### src/rtl/uart_ctl_pkg.sv
package uart_ctl_pkg;

   // byte offsets on the register bus
   localparam logic [5:0] OFS_MODE  = 6'h00;
   localparam logic [5:0] OFS_STAT  = 6'h04;
   localparam logic [5:0] OFS_CMD   = 6'h08;
   localparam logic [5:0] OFS_DATA  = 6'h0C;
   localparam logic [5:0] OFS_INT   = 6'h14;
   localparam logic [5:0] OFS_DIVHI = 6'h18;
   localparam logic [5:0] OFS_DIVLO = 6'h1C;

   typedef enum logic [2:0] {
      MISC_NOP     = 3'd0,
      MISC_PTR_RST = 3'd1,
      MISC_RX_RST  = 3'd2,
      MISC_TX_RST  = 3'd3,
      MISC_ERR_CLR = 3'd4,
      MISC_BRK_CLR = 3'd5,
      MISC_BRK_ON  = 3'd6,
      MISC_BRK_OFF = 3'd7
   } misc_op_e;

   typedef enum logic [1:0] {
      DIR_NOP  = 2'd0,
      DIR_ON   = 2'd1,
      DIR_OFF  = 2'd2,
      DIR_RSVD = 2'd3
   } dir_op_e;

   typedef struct packed {
      misc_op_e misc;
      dir_op_e  txop;
      dir_op_e  rxop;
   } cmd_fields_t;

   typedef struct packed {
      logic ptr_rst;
      logic rx_rst;
      logic tx_rst;
      logic err_clr;
      logic brk_clr;
      logic tx_on;
      logic tx_off;
      logic rx_on;
      logic rx_off;
      logic bad;
   } cmd_act_t;

endpackage

### src/rtl/uart_cmd_decode.sv
module uart_cmd_decode
   import uart_ctl_pkg::*;
(
   input  logic       cmd_stb,
   input  logic [6:0] cmd_bits,
   output cmd_act_t   act
);

   cmd_fields_t f;

   always_comb begin
      f   = cmd_fields_t'(cmd_bits);
      act = '0;
      if (cmd_stb) begin
         case (f.misc)
            MISC_PTR_RST: act.ptr_rst = 1'b1;
            MISC_RX_RST:  act.rx_rst  = 1'b1;
            MISC_TX_RST:  act.tx_rst  = 1'b1;
            MISC_ERR_CLR: act.err_clr = 1'b1;
            MISC_BRK_CLR: act.brk_clr = 1'b1;
            default:      ;
         endcase
         case (f.txop)
            DIR_ON:   act.tx_on  = 1'b1;
            DIR_OFF:  act.tx_off = 1'b1;
            DIR_RSVD: act.bad    = 1'b1;
            default:  ;
         endcase
         case (f.rxop)
            DIR_ON:   act.rx_on  = 1'b1;
            DIR_OFF:  act.rx_off = 1'b1;
            DIR_RSVD: act.bad    = 1'b1;
            default:  ;
         endcase
      end
   end

endmodule

### src/rtl/uart_tx_hold.sv
module uart_tx_hold #(
   parameter int DATA_W = 8
) (
   input  logic              clk,
   input  logic              rst_n,
   input  logic              buf_wr,
   input  logic [DATA_W-1:0] buf_data,
   input  logic              en_set,
   input  logic              en_clr,
   input  logic              xmit_rst,
   output logic              tx_en,
   output logic              tx_empty,
   output logic              tx_valid,
   output logic [DATA_W-1:0] tx_data
);

   logic [DATA_W-1:0] hold_q;
   logic              send;

   assign send = tx_en & ~tx_empty;

   always_ff @(posedge clk or negedge rst_n) begin
      if (!rst_n) begin
         tx_en    <= 1'b0;
         tx_empty <= 1'b1;
         hold_q   <= '0;
         tx_valid <= 1'b0;
         tx_data  <= '0;
      end else begin
         // reset is applied first, an enable in the same command after it
         if (en_set)
            tx_en <= 1'b1;
         else if (xmit_rst || en_clr)
            tx_en <= 1'b0;

         if (buf_wr)
            tx_empty <= 1'b0;
         else if (send || xmit_rst)
            tx_empty <= 1'b1;

         if (buf_wr)
            hold_q <= buf_data;

         tx_valid <= send;
         if (send)
            tx_data <= hold_q;
      end
   end

endmodule

### src/rtl/uart_irq_gen.sv
module uart_irq_gen (
   input  logic       tx_rdy,
   input  logic       rx_rdy,
   input  logic       rx_full,
   input  logic       rx_sel_full,
   input  logic       dbrk,
   input  logic [7:0] imr,
   output logic [7:0] isr,
   output logic       irq
);

   always_comb begin
      isr    = '0;
      isr[0] = tx_rdy;
      isr[1] = rx_sel_full ? rx_full : rx_rdy;
      isr[2] = dbrk;
      irq    = |(isr & imr);
   end

endmodule

### src/rtl/uart_ctl_core.sv
module uart_ctl_core
   import uart_ctl_pkg::*;
#(
   parameter  int ADDR_W     = 6,
   parameter  int FIFO_DEPTH = 4,
   parameter  int RX_SEL_BIT = 6,
   localparam int LVL_W      = $clog2(FIFO_DEPTH + 1),
   localparam int NUM_MODE   = 2
) (
   input  logic              clk,
   input  logic              rst_n,
   input  logic              bus_sel,
   input  logic              bus_wr,
   input  logic [ADDR_W-1:0] bus_addr,
   input  logic [7:0]        bus_wdata,
   output logic [7:0]        bus_rdata,
   input  logic [LVL_W-1:0]  rx_level,
   input  logic [7:0]        rx_head,
   output logic              rx_pop,
   output logic              rx_flush,
   output logic              rx_en,
   input  logic              brk_evt,
   input  logic [3:0]        line_err,
   input  logic [7:0]        div_msb,
   input  logic [7:0]        div_lsb,
   output logic              tx_valid,
   output logic [7:0]        tx_data,
   output logic              cmd_err,
   output logic              irq
);

   // elaboration checks
   if (ADDR_W != 6) begin : g_bad_addr
      $error("uart_ctl_core: ADDR_W must be 6");
   end
   if (FIFO_DEPTH < 1) begin : g_bad_depth
      $error("uart_ctl_core: FIFO_DEPTH must be at least 1");
   end
   if (RX_SEL_BIT < 0 || RX_SEL_BIT > 7) begin : g_bad_sel
      $error("uart_ctl_core: RX_SEL_BIT out of range");
   end

   logic [5:0] ofs;
   logic       wr_acc, rd_acc;
   logic       mode_wr, cmd_stb, tbuf_wr, imr_wr;

   assign ofs     = bus_addr[5:0];
   assign wr_acc  = bus_sel & bus_wr;
   assign rd_acc  = bus_sel & ~bus_wr;
   assign mode_wr = wr_acc && (ofs == OFS_MODE);
   assign cmd_stb = wr_acc && (ofs == OFS_CMD);
   assign tbuf_wr = wr_acc && (ofs == OFS_DATA);
   assign imr_wr  = wr_acc && (ofs == OFS_INT);

   cmd_act_t act;

   uart_cmd_decode u_dec (
      .cmd_stb  (cmd_stb),
      .cmd_bits (bus_wdata[6:0]),
      .act      (act)
   );

   // mode registers behind an advancing pointer
   logic                          mode_ptr;
   logic [NUM_MODE-1:0][7:0]      mode_vec;

   for (genvar i = 0; i < NUM_MODE; i++) begin : g_mode
      logic [7:0] q;
      always_ff @(posedge clk or negedge rst_n) begin
         if (!rst_n)
            q <= '0;
         else if (mode_wr && (mode_ptr == 1'(i)))
            q <= bus_wdata;
      end
      assign mode_vec[i] = q;
   end

   always_ff @(posedge clk or negedge rst_n) begin
      if (!rst_n)
         mode_ptr <= 1'b0;
      else if (mode_wr)
         mode_ptr <= 1'b1;
      else if (act.ptr_rst)
         mode_ptr <= 1'b0;
   end

   // transmit path
   logic tx_en, tx_empty;

   uart_tx_hold #(.DATA_W(8)) u_tx (
      .clk      (clk),
      .rst_n    (rst_n),
      .buf_wr   (tbuf_wr),
      .buf_data (bus_wdata),
      .en_set   (act.tx_on),
      .en_clr   (act.tx_off),
      .xmit_rst (act.tx_rst),
      .tx_en    (tx_en),
      .tx_empty (tx_empty),
      .tx_valid (tx_valid),
      .tx_data  (tx_data)
   );

   // receive control, error and break flags, mask
   logic       rx_flush_q, cmd_err_q, dbrk_q;
   logic [3:0] err_q;
   logic [7:0] imr_q;

   always_ff @(posedge clk or negedge rst_n) begin
      if (!rst_n) begin
         rx_en      <= 1'b0;
         rx_flush_q <= 1'b0;
         cmd_err_q  <= 1'b0;
         dbrk_q     <= 1'b0;
         err_q      <= '0;
         imr_q      <= '0;
      end else begin
         if (act.rx_on)
            rx_en <= 1'b1;
         else if (act.rx_rst || act.rx_off)
            rx_en <= 1'b0;
         rx_flush_q <= act.rx_rst;
         cmd_err_q  <= act.bad;
         dbrk_q     <= (dbrk_q & ~act.brk_clr) | brk_evt;
         err_q      <= (err_q & {4{~act.err_clr}}) | line_err;
         if (imr_wr)
            imr_q <= bus_wdata;
      end
   end

   assign rx_flush = rx_flush_q;
   assign cmd_err  = cmd_err_q;

   logic rx_rdy, rx_full;
   logic [7:0] status, isr;

   assign rx_rdy  = (rx_level != '0);
   assign rx_full = (rx_level == LVL_W'(FIFO_DEPTH));
   assign status  = {err_q, tx_empty, tx_en, rx_full, rx_rdy};

   uart_irq_gen u_irq (
      .tx_rdy      (tx_en),
      .rx_rdy      (rx_rdy),
      .rx_full     (rx_full),
      .rx_sel_full (mode_vec[0][RX_SEL_BIT]),
      .dbrk        (dbrk_q),
      .imr         (imr_q),
      .isr         (isr),
      .irq         (irq)
   );

   // read side
   assign rx_pop = rd_acc && (ofs == OFS_DATA) && rx_rdy;

   always_comb begin
      bus_rdata = '0;
      if (rd_acc) begin
         case (ofs)
            OFS_MODE:  bus_rdata = mode_vec[mode_ptr];
            OFS_STAT:  bus_rdata = status;
            OFS_DATA:  bus_rdata = rx_rdy ? rx_head : 8'h00;
            OFS_INT:   bus_rdata = isr;
            OFS_DIVHI: bus_rdata = div_msb;
            OFS_DIVLO: bus_rdata = div_lsb;
            default:   bus_rdata = '0;
         endcase
      end
   end

endmodule

### config.mk
export PLATFORM = sky130hd
export DESIGN_NAME = uart_ctl_core
export DESIGN_NICKNAME = d
export VERILOG_FILES = /design/src/rtl/uart_ctl_pkg.sv /design/src/rtl/uart_cmd_decode.sv /design/src/rtl/uart_tx_hold.sv /design/src/rtl/uart_irq_gen.sv /design/src/rtl/uart_ctl_core.sv
export SDC_FILE = /design/constraint.sdc
export NUM_CORES = 1
export LEC_CHECK = 0
export ABC_AREA = 1
export BUFFER_PORTS_ARGS = -buffer_cell sky130_fd_sc_hd__buf_4
export CAP_MARGIN = 25
export CORE_MARGIN = 4
export CORE_UTILIZATION = 45
export CTS_CLUSTER_SIZE = 40
export DETAILED_ROUTE_END_ITERATION = 8
export HOLD_SLACK_MARGIN = 0.02
export PLACE_DENSITY = 0.69
export SETUP_SLACK_MARGIN = 0.4
export SLEW_MARGIN = 20
export SYNTH_ARGS = -nofsm -noshare
export SYNTH_HDL_FRONTEND = slang
export SYNTH_HIERARCHICAL = 1
export SYNTH_SLANG_ARGS = --single-unit
### constraint.sdc
create_clock -name clk -period 4.15 [get_ports clk]
set_clock_uncertainty 0.2 [all_clocks]
set_input_delay 0.415 -clock clk [delete_from_list [all_inputs] [get_ports clk]]
set_output_delay 0.415 -clock clk [all_outputs]
set_load 0.05 [all_outputs]
==> results of run 1 <==
## critical path, stage by stage
cell     delay (ns)
buf_4          0.11
nor2_1         0.58
nand2_2        0.18
nor2_1         0.28
nand2_1        0.10
nand2_1        0.07
nor2_1         0.04
a21oi_1        0.13
buf_4          0.22
## cell usage in the layout, fill, tap and decap left out, types with 2 or more instances in the layout
cell / count
a21boi_0: 3
a21oi_1: 8
buf_4: 74
clkbuf_8: 5
conb_1: 5
dfrtp_1: 46
inv_1: 47
inv_2: 4
nand2_1: 116
nand2_2: 3
nand2_4: 3
nand3_1: 29
nand3_2: 2
nand4_1: 9
nor2_1: 50
o21ai_0: 9
o21ai_1: 4
o21ai_2: 16
o21bai_1: 5
## area by class of cell
| cell class | count | share of cell area (%) |
|---|---|---|
| Multi-Input combinational cell | 272 | 38.3 |
| Sequential cell | 47 | 34.3 |
| Timing Repair Buffer | 75 | 16.5 |
| Inverter | 51 | 5.58 |
| Tap cell | 75 | 2.73 |
| Clock buffer | 5 | 2.00 |
| Clock inverter | 3 | 0.656 |
## per-layer routing
layer | GRT usage (%) | share of wire [%] | up-vias
li1 | - | - | 1327
met1 | 27.9 | 47 | 1154
met2 | 29.3 | 44 | 71
met3 | 3.41 | 6.4 | 14
met4 | 6.80 | 2.1 | 0
met5 | 0 | 0 | -
## stage by stage
step,instances,setup slack (ns),hold WS (ns),util (%)
finish,528,1.40,0.110,57.3
global route,528,1.31,0.0974,57.3
CTS,528,1.44,0.105,57.3
detailed placement,519,1.44,0.260,55.6
global placement,519,1.45,0.258,55.6
floorplan,388,1.68,-0.0806,-
## worst paths after layout
check | startpoint | to | slack (ns)
hold / removal | line_err[2] | err_q[2]$_DFF_PN0_ | 0.11
setup / recovery | bus_addr[1] | bus_rdata[3] | 1.40
min in group asynchronous | rst_n | u_tx/tx_data[3]$_DFFE_PN0P_ | 0.44
max in group asynchronous | rst_n | imr_q[2]$_DFFE_PN0P_ | 2.90
hold reg to reg | u_tx/tx_data[6]$_DFFE_PN0P_ | u_tx/tx_data[6]$_DFFE_PN0P_ | 0.28
setup reg to reg | mode_ptr$_DFFE_PN0P_ | g_mode[0].q[0]$_DFFE_PN0P_ | 2.65
## state kept, by name (all words and copies together) (netlist names)
name and count:
g_mode.q 16, u_tx/hold_q 8, u_tx/tx_data 8, err_q 4, imr_q 3, cmd_err 1
dbrk_q 1, mode_ptr 1, rx_en 1, rx_flush 1, u_tx/tx_empty 1, u_tx/tx_en 1
u_tx/tx_valid 1
## power groups by stage
stage	Clock, mW	Combinational, mW	Sequential [mW]
finish	0.281	0.205	0.508
global route	0.310	0.226	0.513
CTS	0.291	0.207	0.508
detailed placement	0	0.206	0.517
global placement	0	0.204	0.517
floorplan	0	0.0847	0.549
==> impl_metrics.toml, run 1 <==
[detailed_routing]
firstDrtPassIters = 4
antenna_left = 0
first_iter_violations = 108
routed_wl_um = 7020
route.detailed.drc = 0
num_vias = 2566
via_per_inst = 4.86
post_drt_wl_per_cell_um = 13.3

[grt]
globalRouteOverflowTotal = 0
grt_pass1_vias = 2436
grt_max_degree = 48
antenna_found_initial = 0
grt_pass1_wl_um = 11600
grt_usage_pct = 19.4

[clock_network]
cts_tree = "built"
root_buffer = "clkbuf_8"
cts_sinks = 47
post_cts_resized = 0
cts_hold_buf = 1
cts_max_level = 2
clockBufferDepth = 2
cts_setup_buffers = 0
clk_pin_slew_ns = 0.08
insertion_delay_ns = 0.30
numCtsBuffers = 5

[power_and_ir_drop]
internal_power_mw = 0.684
power_switching_mw = 0.310
p_total_mw = 0.994
p_per_area_nw_per_um2 = 289
ir_worst_vdd_uv = 213
p_seq_share_pct = 51.1
clockPowerShare_pct = 28.3
leakage_nw = 1.93
sw_frac_of_total_pct = 31.2
combinationalPowerShare_pct = 20.6

[timing]
hold_viol = 0
fmax_mhz = 364
relSlewSlack_pct = 49.7
fin_crit_sh_pct = 66.2
drv_slew = 0
setup_tns_ns = 0
min_period_ns = 2.75
setup_viol = 0
max_slew.worst_pin.slew_ns = 0.751
rsz0062_at_grt = "no"

[cells_and_area]
fin_nets = 502
layout-drive-gt1-share_pct = 25.8
num_antenna_cells = 0
area_growth_pct = 22.0
multi_input_area_um2 = 1310
final_area_um2 = 3430
regArea_um2 = 1180
n_fill_cell = 582

[placed_design]
io_buffers = 71
dp_hpwl_um = 5370
place.gp.congestion = 0.854
place_area_um2 = 3330

[critical_path]
worst_setup_path_end_kind = "output port"
cp_max_fo = 11
ff2ff_path_depth = 4
crit_path_start_kind = "input pin"
critPathRequiredTime_ns = 3.53
crit_arrival_ns = 2.13
worstSetupPathType = "in -> out"

[floorplan]
die_width_um = 87.1
ioPinCount = 72
dieArea_um2 = 7580
rows = 28
die_height_um = 87.1
coreArea_um2 = 5990
initial_core_util_pct = 47.0

[synthesis]
syn_area_per_cell_um2 = 7.33
yosys_warnings = 6
syn-cell-area_um2 = 2810
syn_inst = 384

[outcome]
status = "finished, final reports clean"

[flow_run]
maxCapViolCount = 0

[worst_hold_path]
hp-class = "in -> reg"
hold_depth = 2
No activity file was read; power rests on OpenSTA's default activity.
==> run 2: changes to the inputs <==
clock period = 2.7 ns   (was 4.15 ns; I/O delays follow)
==> run 2 against run 1 <==
Net effect: flip-flop and latch count unchanged; setup slack got worse by 0.79 ns; combinational power increased by 59%; global-route usage rose by 0.74 points; critical path type is now reg -> out; highest routed layer unchanged.
==> impl_metrics.toml, run 2 (synthesis results as in run 1) <==
[cells_and_area]
layout-drive-gt1-share_pct = 25.8
multi_input_area_um2 = 1310
layout_commonest_cell = "nand2_1"
regArea_um2 = 1180
fin_nets = 511
largest_register = "g_mode.q"
mostFrequentLayoutCells = "116 x nand2_1, 75 x buf_4, 50 x nor2_1"
top_regs = "g_mode.q x16, u_tx/hold_q x8, u_tx/tx_data x8"
n_fill_cell = 580
num_antenna_cells = 0
area_growth_pct = 25.3
largest_reg_flops = 16

[power_and_ir_drop]
sw_frac_of_total_pct = 31.0
internal_power_mw = 1.06
power_switching_mw = 0.476
p_seq_share_pct = 50.9
leakage_nw = 1.97
ir_worst_vdd_uv = 429
clockPowerShare_pct = 27.9
combinationalPowerShare_pct = 21.1
p_total_mw = 1.54
p_per_area_nw_per_um2 = 436

[clock_network]
insertion_delay_ns = 0.30
cts_setup_buffers = 0
cts_sinks = 47
clockBufferDepth = 2
cts_max_level = 2
numCtsBuffers = 5
root_buffer = "clkbuf_8"
cts_tree = "built"
clk_pin_slew_ns = 0.09

[critical_path]
worstSetupPathType = "reg -> out"
ff2ff_path_depth = 3
cp_max_fo = 13
crit_arrival_ns = 1.62
worst_setup_path_end_kind = "output port"
crit_path_start_kind = "flip-flop"
worstReg2RegEnd = "u_tx/tx_data[6]$_DFFE_PN0P_"
cp_slowest_cell = "dfrtp_1"
r2r-start = "u_tx/tx_en$_DFFE_PN0P_"
critPathRequiredTime_ns = 2.23
cpPeakStageDelay_ns = 0.64
crit_chain = "nand4_1 > nand2_1 > nor2_1 > a21oi_1 > buf_4"
r2r_slack_ns = 1.35

[placed_design]
place.gp.congestion = 0.959
dp_hpwl_um = 5600
io_buffers = 71

[grt]
antenna_found_initial = 0
grt_max_degree = 48
globalRouteOverflowTotal = 0
grt_usage_pct = 20.1
grt_pass1_vias = 2561
grt_pass1_wl_um = 12100

[timing]
hold_viol = 0
max_slew.worst_pin.slew_ns = 0.579
fmax_mhz = 478
setup_tns_ns = 0
rsz0062_at_grt = "no"
setup_viol = 0
relSlewSlack_pct = 61.4
fin_crit_sh_pct = 77.4
drv_slew = 0
min_period_ns = 2.09

[worst_hold_path]
hold_depth = 3
hp-class = "in -> reg"
hold_end = "u_tx/hold_q[2]$_DFFE_PN0P_"
min-delay-start = "bus_wdata[2]"

[floorplan]
dieArea_um2 = 7580
initial_core_util_pct = 47.0
die_height_um = 87.1
coreArea_um2 = 5990
ioPinCount = 72
die_width_um = 87.1
rows = 28

[detailed_routing]
firstDrtPassIters = 4
post_drt_wl_per_cell_um = 13.5
antenna_left = 0
routed_wl_um = 7260
first_iter_violations = 135
via_per_inst = 4.86
num_vias = 2608
route.detailed.drc = 0

[flow_run]
maxCapViolCount = 0

[outcome]
status = "finished, final reports clean"
==> run 2: worst max-delay path by stage <==
stage / to / slack, ns / cells after the start / startpoint
3_5_place_dp: bus_rdata[1] / 0.66 / 11 / rx_level[1]
2_1_floorplan: bus_rdata[1] / 0.52 / 6 / bus_addr[1]
6_report: bus_rdata[2] / 0.61 / 5 / u_tx/tx_en$_DFFE_PN0P_
3_3_place_gp: err_q[3]$_DFF_PN0_ / 0.67 / 8 / bus_addr[5]
4_1_cts: bus_rdata[6] / 0.51 / 6 / mode_ptr$_DFFE_PN0P_
5_1_grt: bus_rdata[1] / 0.42 / 11 / rx_level[1]
==> run 2: routing by layer <==
metal | wire, um | vias to the layer above | GRT usage (%)
li1 | - | 1348 | -
met1 | 3290 | 1168 | 27.3
met2 | 3420 | 82 | 32.8
met3 | 438 | 10 | 3.50
met4 | 112 | 0 | 6.09
met5 | 0 | - | 0
==> run 2: cell type report <==
class	instances	share of cell area [%]
clock buffers	5	1.95
clock inverters	3	0.639
inverters	51	5.50
multi-input cells	272	37.3
flip-flops and latches	47	33.4
well taps	75	2.66
repair buffers	84	18.5
==> run 2: timing repair <==
action / in CTS / in global routing
endpoints found under the hold margin: 54 / 0
resized for setup: 0 / 2
hold buffers: 9 / 0
setup endpoints to repair: 0 / 2
==> run 2: worst max-delay path: cells and delay by family (launching register included) <==
family	cells	cell delay, ns
AOI/OAI and AO/OA	1	0.14
and+or+nand+nor	3	0.32
buffers and inverters	1	0.22
DFF	1	0.64
==> run 2: power by group through the flow <==
stage / Combinational [mW] / Clock, mW / Sequential [mW]
3_3_place_gp: 0.313 / 0 / 0.795
2_1_floorplan: 0.130 / 0 / 0.844
4_1_cts: 0.327 / 0.439 / 0.782
3_5_place_dp: 0.316 / 0 / 0.795
6_report: 0.325 / 0.429 / 0.782
5_1_grt: 0.356 / 0.468 / 0.789
==> run 2: stage by stage <==
| step | hold WS, ns | setup slack [ns] | cells | util (%) | instance area [um2] |
|---|---|---|---|---|---|
| after global placement | 0.116 | 0.672 | 520 | 55.7 | 3340 |
| final | 0.0302 | 0.610 | 537 | 58.8 | 3520 |
| after floorplan | -0.226 | 0.521 | 388 | - | 2830 |
| after global routing | 0.0260 | 0.422 | 537 | 58.8 | 3520 |
| after CTS | 0.0233 | 0.515 | 537 | 58.8 | 3520 |
| after detailed placement | 0.118 | 0.658 | 520 | 55.7 | 3340 |
